**config.mk**
```make
export PLATFORM = sky130hd
export DESIGN_NAME = pe_commit_unit
export DESIGN_NICKNAME = d
export VERILOG_FILES = /design/src/rtl/pe_commit_pkg.sv /design/src/rtl/pe_rob_store.sv /design/src/rtl/pe_commit_ctrl.sv /design/src/rtl/pe_commit_unit.sv
export SDC_FILE = /design/constraint.sdc
export NUM_CORES = 1
export LEC_CHECK = 0
export BUFFER_PORTS_ARGS = -buffer_cell sky130_fd_sc_hd__buf_2
export CAP_MARGIN = 10
export CORE_UTILIZATION = 25
export CTS_BUF_LIST = sky130_fd_sc_hd__clkbuf_16
export CTS_CLUSTER_DIAMETER = 120
export CTS_CLUSTER_SIZE = 30
export DETAILED_ROUTE_END_ITERATION = 8
export GPL_TIMING_DRIVEN = 0
export PLACE_DENSITY = 0.52
export SYNTH_ARGS = -nofsm -noshare
export SYNTH_HDL_FRONTEND = slang
export SYNTH_HIERARCHICAL = 1
export SYNTH_SLANG_ARGS = --single-unit
```
**constraint.sdc**
```tcl
create_clock -name clk_i -period 3.9 [get_ports clk_i]
set_input_delay 0.585 -clock clk_i [delete_from_list [all_inputs] [get_ports clk_i]]
set_output_delay 0.585 -clock clk_i [all_outputs]
set_load 0.01 [all_outputs]
```
**src/rtl/pe_commit_pkg.sv**
```systemverilog
package pe_commit_pkg;
  typedef enum logic [1:0] {
    EXC_NONE  = 2'd0,
    EXC_FAULT = 2'd1,
    EXC_TRAP  = 2'd2,
    EXC_ABORT = 2'd3
  } exc_class_e;
endpackage

```
**src/rtl/pe_rob_store.sv**
```systemverilog
module pe_rob_store
  import pe_commit_pkg::*;
#(
  parameter int DEPTH   = 8,
  parameter int PC_W    = 32,
  parameter int RD_W    = 5,
  parameter int CAUSE_W = 4,
  localparam int IDX_W  = $clog2(DEPTH)
) (
  input  logic               clk_i,
  input  logic               rst_ni,
  input  logic               wr_alloc_i,
  input  logic [IDX_W-1:0]   wr_alloc_idx_i,
  input  logic [PC_W-1:0]    wr_pc_i,
  input  logic [RD_W-1:0]    wr_rd_i,
  input  logic               wr_wen_i,
  input  logic               wr_cmpl_i,
  input  logic [IDX_W-1:0]   wr_cmpl_idx_i,
  input  exc_class_e         wr_exc_i,
  input  logic [CAUSE_W-1:0] wr_cause_i,
  input  logic [IDX_W-1:0]   rd_idx_i,
  output logic               rd_done_o,
  output logic [PC_W-1:0]    rd_pc_o,
  output logic [RD_W-1:0]    rd_rd_o,
  output logic               rd_wen_o,
  output exc_class_e         rd_exc_o,
  output logic [CAUSE_W-1:0] rd_cause_o
);
  logic               done_a  [DEPTH];
  logic [PC_W-1:0]    pc_a    [DEPTH];
  logic [RD_W-1:0]    rd_a    [DEPTH];
  logic               wen_a   [DEPTH];
  exc_class_e         exc_a   [DEPTH];
  logic [CAUSE_W-1:0] cause_a [DEPTH];

  for (genvar g = 0; g < DEPTH; g++) begin : g_ent
    logic               done_q;
    logic [PC_W-1:0]    pc_q;
    logic [RD_W-1:0]    rd_q;
    logic               wen_q;
    exc_class_e         exc_q;
    logic [CAUSE_W-1:0] cause_q;
    logic               hit_alloc, hit_cmpl;

    assign hit_alloc = wr_alloc_i && (wr_alloc_idx_i == IDX_W'(g));
    assign hit_cmpl  = wr_cmpl_i  && (wr_cmpl_idx_i  == IDX_W'(g));

    // status fields: cleared on allocation so stale completions never leak
    always_ff @(posedge clk_i or negedge rst_ni) begin
      if (!rst_ni) begin
        done_q  <= 1'b0;
        exc_q   <= EXC_NONE;
        cause_q <= '0;
      end else if (hit_alloc) begin
        done_q  <= 1'b0;
        exc_q   <= EXC_NONE;
        cause_q <= '0;
      end else if (hit_cmpl) begin
        done_q  <= 1'b1;
        exc_q   <= wr_exc_i;
        cause_q <= wr_cause_i;
      end
    end

    always_ff @(posedge clk_i or negedge rst_ni) begin
      if (!rst_ni) begin
        pc_q  <= '0;
        rd_q  <= '0;
        wen_q <= 1'b0;
      end else if (hit_alloc) begin
        pc_q  <= wr_pc_i;
        rd_q  <= wr_rd_i;
        wen_q <= wr_wen_i;
      end
    end

    assign done_a[g]  = done_q;
    assign pc_a[g]    = pc_q;
    assign rd_a[g]    = rd_q;
    assign wen_a[g]   = wen_q;
    assign exc_a[g]   = exc_q;
    assign cause_a[g] = cause_q;
  end

  assign rd_done_o  = done_a[rd_idx_i];
  assign rd_pc_o    = pc_a[rd_idx_i];
  assign rd_rd_o    = rd_a[rd_idx_i];
  assign rd_wen_o   = wen_a[rd_idx_i];
  assign rd_exc_o   = exc_a[rd_idx_i];
  assign rd_cause_o = cause_a[rd_idx_i];
endmodule

```
**src/rtl/pe_commit_ctrl.sv**
```systemverilog
module pe_commit_ctrl
  import pe_commit_pkg::*;
#(
  parameter int DEPTH   = 8,
  parameter int PC_W    = 32,
  parameter int CAUSE_W = 4,
  parameter logic [CAUSE_W-1:0] IRQ_CAUSE = '1,
  localparam int IDX_W  = $clog2(DEPTH),
  localparam int PTR_W  = IDX_W + 1
) (
  input  logic [PTR_W-1:0]   count_i,
  input  logic [IDX_W-1:0]   head_idx_i,
  input  logic               head_done_i,
  input  exc_class_e         head_exc_i,
  input  logic [PC_W-1:0]    head_pc_i,
  input  logic [CAUSE_W-1:0] head_cause_i,
  input  logic               irq_pend_i,
  input  logic               alloc_valid_i,
  input  logic               cmpl_valid_i,
  input  logic [IDX_W-1:0]   cmpl_idx_i,
  input  logic               flush_valid_i,
  input  logic [IDX_W-1:0]   flush_idx_i,
  output logic               take_o,
  output logic               take_irq_o,
  output logic               commit_o,
  output logic               alloc_ready_o,
  output logic               alloc_fire_o,
  output logic               cmpl_ok_o,
  output logic               flush_ok_o,
  output logic [IDX_W-1:0]   flush_age_o,
  output logic [PC_W-1:0]    epc_o,
  output logic [CAUSE_W-1:0] cause_o,
  output logic               epc_valid_o,
  output logic               abort_o
);
  localparam logic [PTR_W-1:0] FULL_CNT = PTR_W'(DEPTH);

  logic nonempty, full, take_exc;
  logic [IDX_W-1:0] cmpl_age;

  assign nonempty = count_i != '0;
  assign full     = count_i == FULL_CNT;

  // head is always the oldest event, so it outranks any flush this cycle
  assign take_exc   = nonempty && head_done_i && (head_exc_i != EXC_NONE);
  assign take_irq_o = nonempty && irq_pend_i && !take_exc;
  assign take_o     = take_exc || take_irq_o;
  assign commit_o   = nonempty && head_done_i && (head_exc_i == EXC_NONE) && !take_irq_o;

  assign alloc_ready_o = !full && !flush_valid_i && !take_o;
  assign alloc_fire_o  = alloc_valid_i && alloc_ready_o;

  assign cmpl_age    = cmpl_idx_i - head_idx_i;
  assign flush_age_o = flush_idx_i - head_idx_i;
  assign cmpl_ok_o   = cmpl_valid_i && !take_o && (PTR_W'(cmpl_age) < count_i);
  assign flush_ok_o  = flush_valid_i && !take_o && (PTR_W'(flush_age_o) < count_i);

  always_comb begin
    epc_o       = head_pc_i;
    cause_o     = head_cause_i;
    epc_valid_o = 1'b1;
    abort_o     = 1'b0;
    if (take_irq_o) begin
      cause_o = IRQ_CAUSE;
    end else begin
      unique case (head_exc_i)
        EXC_TRAP:  epc_o = head_pc_i + PC_W'(4);
        EXC_ABORT: begin
          epc_o       = '0;
          epc_valid_o = 1'b0;
          abort_o     = 1'b1;
        end
        default:   epc_o = head_pc_i;
      endcase
    end
  end
endmodule

```
**src/rtl/pe_commit_unit.sv**
```systemverilog
module pe_commit_unit
  import pe_commit_pkg::*;
#(
  parameter int DEPTH   = 8,
  parameter int PC_W    = 32,
  parameter int RD_W    = 5,
  parameter int CAUSE_W = 4,
  parameter logic [PC_W-1:0]    HANDLER_PC = 32'h0000_0100,
  parameter logic [CAUSE_W-1:0] IRQ_CAUSE  = 4'hF,
  localparam int IDX_W  = $clog2(DEPTH),
  localparam int PTR_W  = IDX_W + 1
) (
  input  logic               clk_i,
  input  logic               rst_ni,
  input  logic               alloc_valid_i,
  input  logic [PC_W-1:0]    alloc_pc_i,
  input  logic [RD_W-1:0]    alloc_rd_i,
  input  logic               alloc_wen_i,
  output logic               alloc_ready_o,
  output logic [IDX_W-1:0]   alloc_idx_o,
  input  logic               cmpl_valid_i,
  input  logic [IDX_W-1:0]   cmpl_idx_i,
  input  logic [1:0]         cmpl_exc_i,
  input  logic [CAUSE_W-1:0] cmpl_cause_i,
  input  logic               flush_valid_i,
  input  logic [IDX_W-1:0]   flush_idx_i,
  input  logic               irq_i,
  output logic               retire_valid_o,
  output logic [PC_W-1:0]    retire_pc_o,
  output logic [RD_W-1:0]    retire_rd_o,
  output logic               retire_wen_o,
  output logic               redirect_o,
  output logic [PC_W-1:0]    redirect_pc_o,
  output logic [PC_W-1:0]    epc_o,
  output logic [CAUSE_W-1:0] ecause_o,
  output logic               epc_valid_o,
  output logic               abort_o
);
  logic [PTR_W-1:0]   head_q, tail_q, count;
  logic [IDX_W-1:0]   head_idx;
  logic               irq_q;
  logic               head_done, head_wen;
  logic [PC_W-1:0]    head_pc;
  logic [RD_W-1:0]    head_rd;
  exc_class_e         head_exc;
  logic [CAUSE_W-1:0] head_cause;
  logic               take, take_irq, commit, alloc_fire, cmpl_ok, flush_ok;
  logic [IDX_W-1:0]   flush_age;
  logic [PC_W-1:0]    ev_epc;
  logic [CAUSE_W-1:0] ev_cause;
  logic               ev_epc_valid, ev_abort;
  logic               redirect_q, epc_valid_q, abort_q;
  logic [PC_W-1:0]    epc_q;
  logic [CAUSE_W-1:0] cause_q;

  assign count    = tail_q - head_q;
  assign head_idx = head_q[IDX_W-1:0];

  pe_rob_store #(
    .DEPTH(DEPTH), .PC_W(PC_W), .RD_W(RD_W), .CAUSE_W(CAUSE_W)
  ) store_i (
    .clk_i          (clk_i),
    .rst_ni         (rst_ni),
    .wr_alloc_i     (alloc_fire),
    .wr_alloc_idx_i (tail_q[IDX_W-1:0]),
    .wr_pc_i        (alloc_pc_i),
    .wr_rd_i        (alloc_rd_i),
    .wr_wen_i       (alloc_wen_i),
    .wr_cmpl_i      (cmpl_ok),
    .wr_cmpl_idx_i  (cmpl_idx_i),
    .wr_exc_i       (exc_class_e'(cmpl_exc_i)),
    .wr_cause_i     (cmpl_cause_i),
    .rd_idx_i       (head_idx),
    .rd_done_o      (head_done),
    .rd_pc_o        (head_pc),
    .rd_rd_o        (head_rd),
    .rd_wen_o       (head_wen),
    .rd_exc_o       (head_exc),
    .rd_cause_o     (head_cause)
  );

  pe_commit_ctrl #(
    .DEPTH(DEPTH), .PC_W(PC_W), .CAUSE_W(CAUSE_W), .IRQ_CAUSE(IRQ_CAUSE)
  ) ctrl_i (
    .count_i       (count),
    .head_idx_i    (head_idx),
    .head_done_i   (head_done),
    .head_exc_i    (head_exc),
    .head_pc_i     (head_pc),
    .head_cause_i  (head_cause),
    .irq_pend_i    (irq_q),
    .alloc_valid_i (alloc_valid_i),
    .cmpl_valid_i  (cmpl_valid_i),
    .cmpl_idx_i    (cmpl_idx_i),
    .flush_valid_i (flush_valid_i),
    .flush_idx_i   (flush_idx_i),
    .take_o        (take),
    .take_irq_o    (take_irq),
    .commit_o      (commit),
    .alloc_ready_o (alloc_ready_o),
    .alloc_fire_o  (alloc_fire),
    .cmpl_ok_o     (cmpl_ok),
    .flush_ok_o    (flush_ok),
    .flush_age_o   (flush_age),
    .epc_o         (ev_epc),
    .cause_o       (ev_cause),
    .epc_valid_o   (ev_epc_valid),
    .abort_o       (ev_abort)
  );

  // pointers carry a wrap bit so full and empty differ
  always_ff @(posedge clk_i or negedge rst_ni) begin
    if (!rst_ni) begin
      head_q <= '0;
      tail_q <= '0;
    end else if (take) begin
      head_q <= '0;
      tail_q <= '0;
    end else begin
      head_q <= head_q + PTR_W'(commit);
      if (flush_ok) tail_q <= head_q + PTR_W'(flush_age) + PTR_W'(1);
      else          tail_q <= tail_q + PTR_W'(alloc_fire);
    end
  end

  always_ff @(posedge clk_i or negedge rst_ni) begin
    if (!rst_ni) irq_q <= 1'b0;
    else         irq_q <= (irq_q && !take_irq) || irq_i;
  end

  always_ff @(posedge clk_i or negedge rst_ni) begin
    if (!rst_ni) begin
      redirect_q  <= 1'b0;
      epc_q       <= '0;
      cause_q     <= '0;
      epc_valid_q <= 1'b0;
      abort_q     <= 1'b0;
    end else begin
      redirect_q <= take;
      if (take) begin
        epc_q       <= ev_epc;
        cause_q     <= ev_cause;
        epc_valid_q <= ev_epc_valid;
        abort_q     <= ev_abort;
      end
    end
  end

  assign alloc_idx_o    = tail_q[IDX_W-1:0];
  assign retire_valid_o = commit;
  assign retire_pc_o    = head_pc;
  assign retire_rd_o    = head_rd;
  assign retire_wen_o   = commit && head_wen;
  assign redirect_o     = redirect_q;
  assign redirect_pc_o  = HANDLER_PC;
  assign epc_o          = epc_q;
  assign ecause_o       = cause_q;
  assign epc_valid_o    = epc_valid_q;
  assign abort_o        = abort_q;
endmodule

```
* After elaboration in Yosys (flattened, before gate mapping)
Cells that the tools add are included.
Cells by class: multiplexer cells 76, $add $sub $neg 8, divide/modulo/power cells 0, reductions and logical operators 51, $lt $le $gt $ge 3, multipliers 0, shift operators 0, equal/unequal tests 17, bitwise logic cells 1
Operators with widths (count):
- $bmux 32 s3 | 1
- $mux 32 | 3
- $mux 4 | 22
- $pmux 32 s2 | 1
- $mux 2 | 18
- $add 32x3->32 const B | 1
- $logic_and 1x1->1 | 31
- $eq 3x3->1 const B | 8
- $mux 1 | 24
- $reduce_bool 2->1 | 9
- $bmux 5 s3 | 1
- $bmux 4 s3 | 1
- $eq 3x2->1 const B | 4
- $mux 5 | 2
- $add 4x1->4 | 2
- $lt 3x4->1 | 2
- $bmux 1 s3 | 2
- $bmux 2 s3 | 1
- $eq 3x1->1 const B | 2
- $logic_not 3->1 | 2
- $sub 3x3->3 | 2
- $logic_not 1->1 | 5
- $add 4x1->4 const B | 1
- $add 4x3->4 | 1
- 8 further kinds | 10
Storage, ports and cells: output and inout bits 114, memories kept 0, latch bits 0, bits in registers 408, memory bits (read-only) 0, bits in writable memories 0, bits of input ports 56

* Longest topological paths before layout
depth after elaboration 15, gate-level depth with buffers 16, gate-level depth less buffers 16

* By module
The synthesis kept the hierarchy.
Modules (own cells, without submodules):
- pe_rob_store | cells an instance 1012, area each 16271.9 µm², instances 1
- pe_commit_unit | cells an instance 180, area each 2353.5 µm², instances 1
- pe_commit_ctrl | cells an instance 215, area each 1365.1 µm², instances 1

* Worst setup path after synthesis
Ideal clock, no wire load.
path type flip-flop to flip-flop, start register head_q[0], end register store_i.g_ent[4].pc_q[0], data required time 3775 ps, arrival 4070 ps, setup time 125 ps, stages on the path, launching flop included 15, clock period less this slack 4194 ps, setup slack -294 ps, cells stage by stage dfrtp_1 -> clkbuf_1 -> buf_2 -> mux4_2 -> mux2_2 -> clkbuf_1 -> o21ai_0 -> a21o_1 -> inv_1 -> a211oi_1 -> and2_1 -> nand2_1 -> nor3_4 -> buf_2 -> mux2_2
Between the ends: word-level cells in the longest chain between the ends 13
Ends and longest elaborated chain:
- start, declared | line pe_commit_unit.sv:39 | logic [PTR_W-1:0] head_q, tail_q, count;
- start signal, assigned | line pe_commit_unit.sv:120 | head_q <= head_q + PTR_W'(commit);
- $not 3->4 (implied by the code) * | line pe_rob_store.sv:89 | assign rd_exc_o = exc_a[rd_idx_i];
- $bmux 2 s3 * | line pe_rob_store.sv:89
- $mux 2 (implied by the code) * (2 in series) | line pe_rob_store.sv:89
- net head_exc[1] | line pe_commit_unit.sv:45 | exc_class_e head_exc;
- $reduce_bool 2->1 * | line pe_commit_ctrl.sv:45 | assign take_exc = nonempty && head_done_i && (head_exc_i != EXC_NONE);
- $logic_and 1x1->1 * | line pe_commit_ctrl.sv:45
- $logic_not 1->1 | line pe_commit_ctrl.sv:46 | assign take_irq_o = nonempty && irq_pend_i && !take_exc;
- $logic_and 1x1->1 | line pe_commit_ctrl.sv:46
- $logic_or 1x1->1 * | line pe_commit_ctrl.sv:47 | assign take_o = take_exc || take_irq_o;
- net take | line pe_commit_unit.sv:47 | logic take, take_irq, commit, alloc_fire, cmpl_ok, flush_ok;
- $logic_not 1->1 * | line pe_commit_ctrl.sv:50 | assign alloc_ready_o = !full && !flush_valid_i && !take_o;
- $logic_and 1x1->1 * | line pe_commit_ctrl.sv:50
- net alloc_ready_o | line pe_commit_unit.sv:19 | output logic alloc_ready_o,
- $logic_and 1x1->1 * | line pe_commit_ctrl.sv:51 | assign alloc_fire_o = alloc_valid_i && alloc_ready_o;
- net alloc_fire | line pe_commit_unit.sv:47
- $logic_and 1x1->1 * | line pe_rob_store.sv:45 | assign hit_alloc = wr_alloc_i && (wr_alloc_idx_i == IDX_W'(g));
- end signal, assigned | line pe_rob_store.sv:71 | pc_q <= wr_pc_i;
- end, declared | line pe_rob_store.sv:38 | logic [PC_W-1:0] pc_q;
The timed path passes the listed nets; every way through them passes the cells marked *. The select of a mux whose other input is x is not followed. A chain may end at the register's enable or synchronous reset.

* Worst setup path in the final report
start register head_q[2], end register epc_q[10] (netlist: epc_o[10])
Between the ends: word-level cells in the longest chain between the ends 9
Ends and longest elaborated chain:
- branches (longest 8 deep; another with $add 32x3->32)
- $mux 32 * | line pe_commit_ctrl.sv:63 | if (take_irq_o) begin
- net ev_epc[10] | line pe_commit_unit.sv:49 | logic [PC_W-1:0] ev_epc;
- end signal, assigned | line pe_commit_unit.sv:141 | epc_q <= ev_epc;
- end, declared | line pe_commit_unit.sv:53 | logic [PC_W-1:0] epc_q;
Mark *: on every way through the listed nets, which the timed path passes. The select of a mux whose other input is x is not followed.

==> metrics.md <==
| Metric | Value |
|---|---|
| Post-placement cell count | `about 2600` |
| Synth Area in Compound Gates | `0.02766` |
| Seq cells post-synth | `408` |
| Final Wtd Congestion | `0.7762` |
| Die ar. | `81100 sq um` |
| Vias in the first global route | `between 10000 and 15000` |
| Clk root buf | `clkbuf_16` |
| Synthesized area | `19990 sq um` |
| Clock Skews | `0.03518 ns` |
| Post-DP HPWL | `approximately 40000 um` |
| Commonest cells post-synth | `dfrtp_1 (408), mux2_2 (373), mux4_2 (90)` |
| Fillcell total | `7954` |
| Worst Tran Pin Value | `between 0.8 and 0.9 ns` |
| Pre-CTS WS | `-1.755 ns` |
| Share of the synthesized area in the top cell type | `0.5107` |
| Yosys synthesis warning count | `6` |
| Post-DRT Antenna Nets | `0` |
| Unrepaired setup endpoints after global routing | `yes` |
| Grt total ovfl | `0` |
| Hold slack | `0.2418 ns` |
| Worst-Skew Late Latency | `0.56 ns` |
| Tmin final | `3.791 ns` |
| Worst stage delay on the critical path | `about 0.52 ns` |
| Status | `finished clean` |
| Post-synth ARST share | `1.000` |
| Worst path slowest cell | `a2111oi_1` |
| Worst setup SP type | `flip-flop` |
| Post-synthesis adder-cell area fraction | `0.01465` |
| Router iterations before antenna repair | `5` |
| Die W | `around 280 um` |
| Count leader, synth | `dfrtp_1` |
| H-tree Lvls | `1` |
| Synth Area in XOR/XNOR | `0.006134` |
| CTS tree | `done` |
| Simple-gate share of the synthesized area | `0.05439` |
| Initial DRC Count | `between 800 and 900` |
| Largest net degree at the start of global routing | `around 120` |
| Core ar. | `just under 80000 sq um` |
| Critical path type | `reg -> reg` |
| Post-layout instance count excluding filler cells | `2688` |
| DR vias/cell | `4.633` |
| Port Buffers | `approximately 130` |
| Crit path buf inv count | `3` |
| Final WL | `slightly below 60000 um` |
| Sequential area share after synthesis | `0.5107` |
| Post-Synthesis Cells | `between 1000 and 1500` |
| CP required | `roughly 4.4 ns` |
| Antenna violations before repair | `14` |
| Pwr Total | `approximately 17 mW` |
| Area Overhead vs Synth | `17.13%` |
| Share of cells above drive strength 1 | `0.4908` |
| # diodes | `0` |
| Via count | `about 12000` |
| Clock Tree Buf Depth | `3` |
| Setup violations, final | `0` |
| Power Density | `about 740 nW/um^2` |
| Yosys cell types | `between 50 and 60` |
| LEAKAGE | `around 10 nW` |
| Ports | `170` |
| DR WL/cell | `21.55 um` |
| Reg clk slew, reported paths | `~0.12 ns` |
| Tcrit/Tclk final | `0.9720` |
| Max-slew violations | `0` |
| CP top delay family | `buffers and inverters` |
| Die Span Y | `between 200 and 300 um` |
| Setup TNS | `0 ns` |
| Syn Area/Cell | `~14 sq um` |
| Largest family of logic cells by synthesized area | `multiplexers` |
| Post-synth top area cell | `dfrtp_1` |
| Endpoints failing hold | `0` |
| DRC | `0` |
| Mux contribution to synthesized area | `0.3440` |
| Fmax | `263.8 MHz` |
| Cells along the critical path | `clkbuf_8 > clkbuf_2 > mux4_2 > mux2_2 > ha_1 > nand2_1 > clkbuf_2 > a2111oi_1 > xnor2_1 > nor2_1 > mux2_2` |
| Top cells by area, synth | `dfrtp_1 (51%), mux2_2 (21%), mux4_2 (10%)` |
| Total CTS buffers | `17` |
| First-pass GRT wire length | `between 80000 and 90000 um` |
| Final Net Count | `1716` |
| Total GRT Usage | `0.1421` |
| Slew HR | `0.4354` |
| Initial core utilization | `0.2530` |
| Max-Cap Viols | `0` |
| Worst VDD drop | `between 0.0003 and 0.0004 V` |
| Clock tree sinks | `around 410` |
| Top FF cell, synth | `dfrtp_1` |
| Worst endpoint data arrival time | `between 4 and 5 ns` |
| Worst min path class | `in -> reg` |
| FP Rows | `103` |
| Critical path capture point type | `flip-flop` |
| Post-synth EDFFs | `0` |
| Setup WS post-layout | `0.1094 ns` |
| Crit-path max FO | `10` |
[per-stage QoR]
stage | util | cell area (sq um)
global route | 0.2964 | 23420
detailed placement | 0.2810 | 22200
floorplan | - | 20140
CTS | 0.2927 | 23120
global placement | 0.2799 | 22110
finish | 0.2964 | 23420
[registers in the layout, indices dropped and copies added (netlist names)]
register / cells
store_i/g_ent.exc_q: 16
store_i/g_ent.wen_q: 8
abort_o: 1
store_i/g_ent.rd_q: 40
head_q: 4
store_i/g_ent.done_q: 8
irq_q: 1
tail_q: 4
redirect_o: 1
epc_o: 32
epc_valid_o: 1
ecause_o: 4
store_i/g_ent.cause_q: 32
store_i/g_ent.pc_q: 256
[repair_timing]
| item | in CTS | in global routing |
|---|---|---|
| setup buffers | 22 | 29 |
| endpoints found under the hold margin | 20 | 0 |
| endpoints found under the setup margin | 440 | 361 |
| pin swaps | 9 | 4 |
| gates resized for setup | 64 | 30 |
| hold buffers | 1 | 0 |
[final timing paths]
| check | from | end | slack, ns | depth (start not counted) |
|---|---|---|---|---|
| worst min register to register | store_i/g_ent[5].pc_q[29] | store_i/g_ent[5].pc_q[29] | 0.50 | 1 |
| min in group asynchronous | rst_ni | store_i/g_ent[7].pc_q[14] | 0.57 | 2 |
| max in group asynchronous | rst_ni | store_i/g_ent[5].cause_q[3] | 2.25 | 3 |
| worst max-delay path | head_q[2] | epc_o[10] | 0.11 | 11 |
| worst max register to register | head_q[2] | epc_o[10] | 0.11 | 11 |
| worst min-delay path | irq_i | irq_q | 0.24 | 2 |
[power breakdown]
group / internal, mW / switching [mW] / total, mW
Combinational: 4.18 / 4.05 / 8.23
Sequential: 5.96 / 0.865 / 6.83
Clock: 0.805 / 1.36 / 2.16
Total: 10.9 / 6.27 / 17.2
[metal layers]
metal / GRT usage / wire, um / vias to the layer above
li1: - / - / 5493
met1: 0.2071 / 27620 / 6604
met2: 0.2242 / 26620 / 291
met3: 0.02440 / 2771 / 56
met4: 0.02070 / 852 / 10
met5: 0 / 69 / -
[cell families after synthesis]
logic type               Yosys count
multiplexers                     526
flip-flops                       408
AND/OR/NAND/NOR                  201
buffers and inverters            154
AO/OA/AOI/OAI                     81
adder cells (fa/ha/maj)           21
XOR/XNOR                          14
other                              2
[layout make-up]
cell class / count / area [sq um] / area share
buffer: 123 / 958.4 / 0.04093
inverter: 28 / 105.1 / 0.004489
timing repair buffer: 186 / 1241 / 0.05301
tap: 1050 / 1314 / 0.05611
clock inverter: 1 / 16.27 / 0.0006947
clock buffer: 17 / 425.4 / 0.01817
multi-input combinational: 875 / 9139 / 0.3903
sequential: 408 / 10220 / 0.4363
[layout by cell type (no fill, tap or decap), drive strengths merged, types with 11 or more instances in the layout]
| cell type | synthesis | layout |
|---|---|---|
| a21oi | 30 | 30 |
| buf | 88 | 271 |
| nor2 | 67 | 67 |
| mux2i | 48 | 48 |
| dfrtp | 408 | 408 |
| conb | 2 | 32 |
| o31ai | 12 | 12 |
| ha | 17 | 17 |
| clkbuf | 38 | 53 |
| mux4 | 90 | 90 |
| inv | 28 | 28 |
| nand3 | 11 | 11 |
| mux2 | 388 | 388 |
| nand2 | 44 | 44 |
| or4 | 13 | 13 |
| o21ai | 12 | 12 |
No activity file was read; power rests on OpenSTA's default activity.
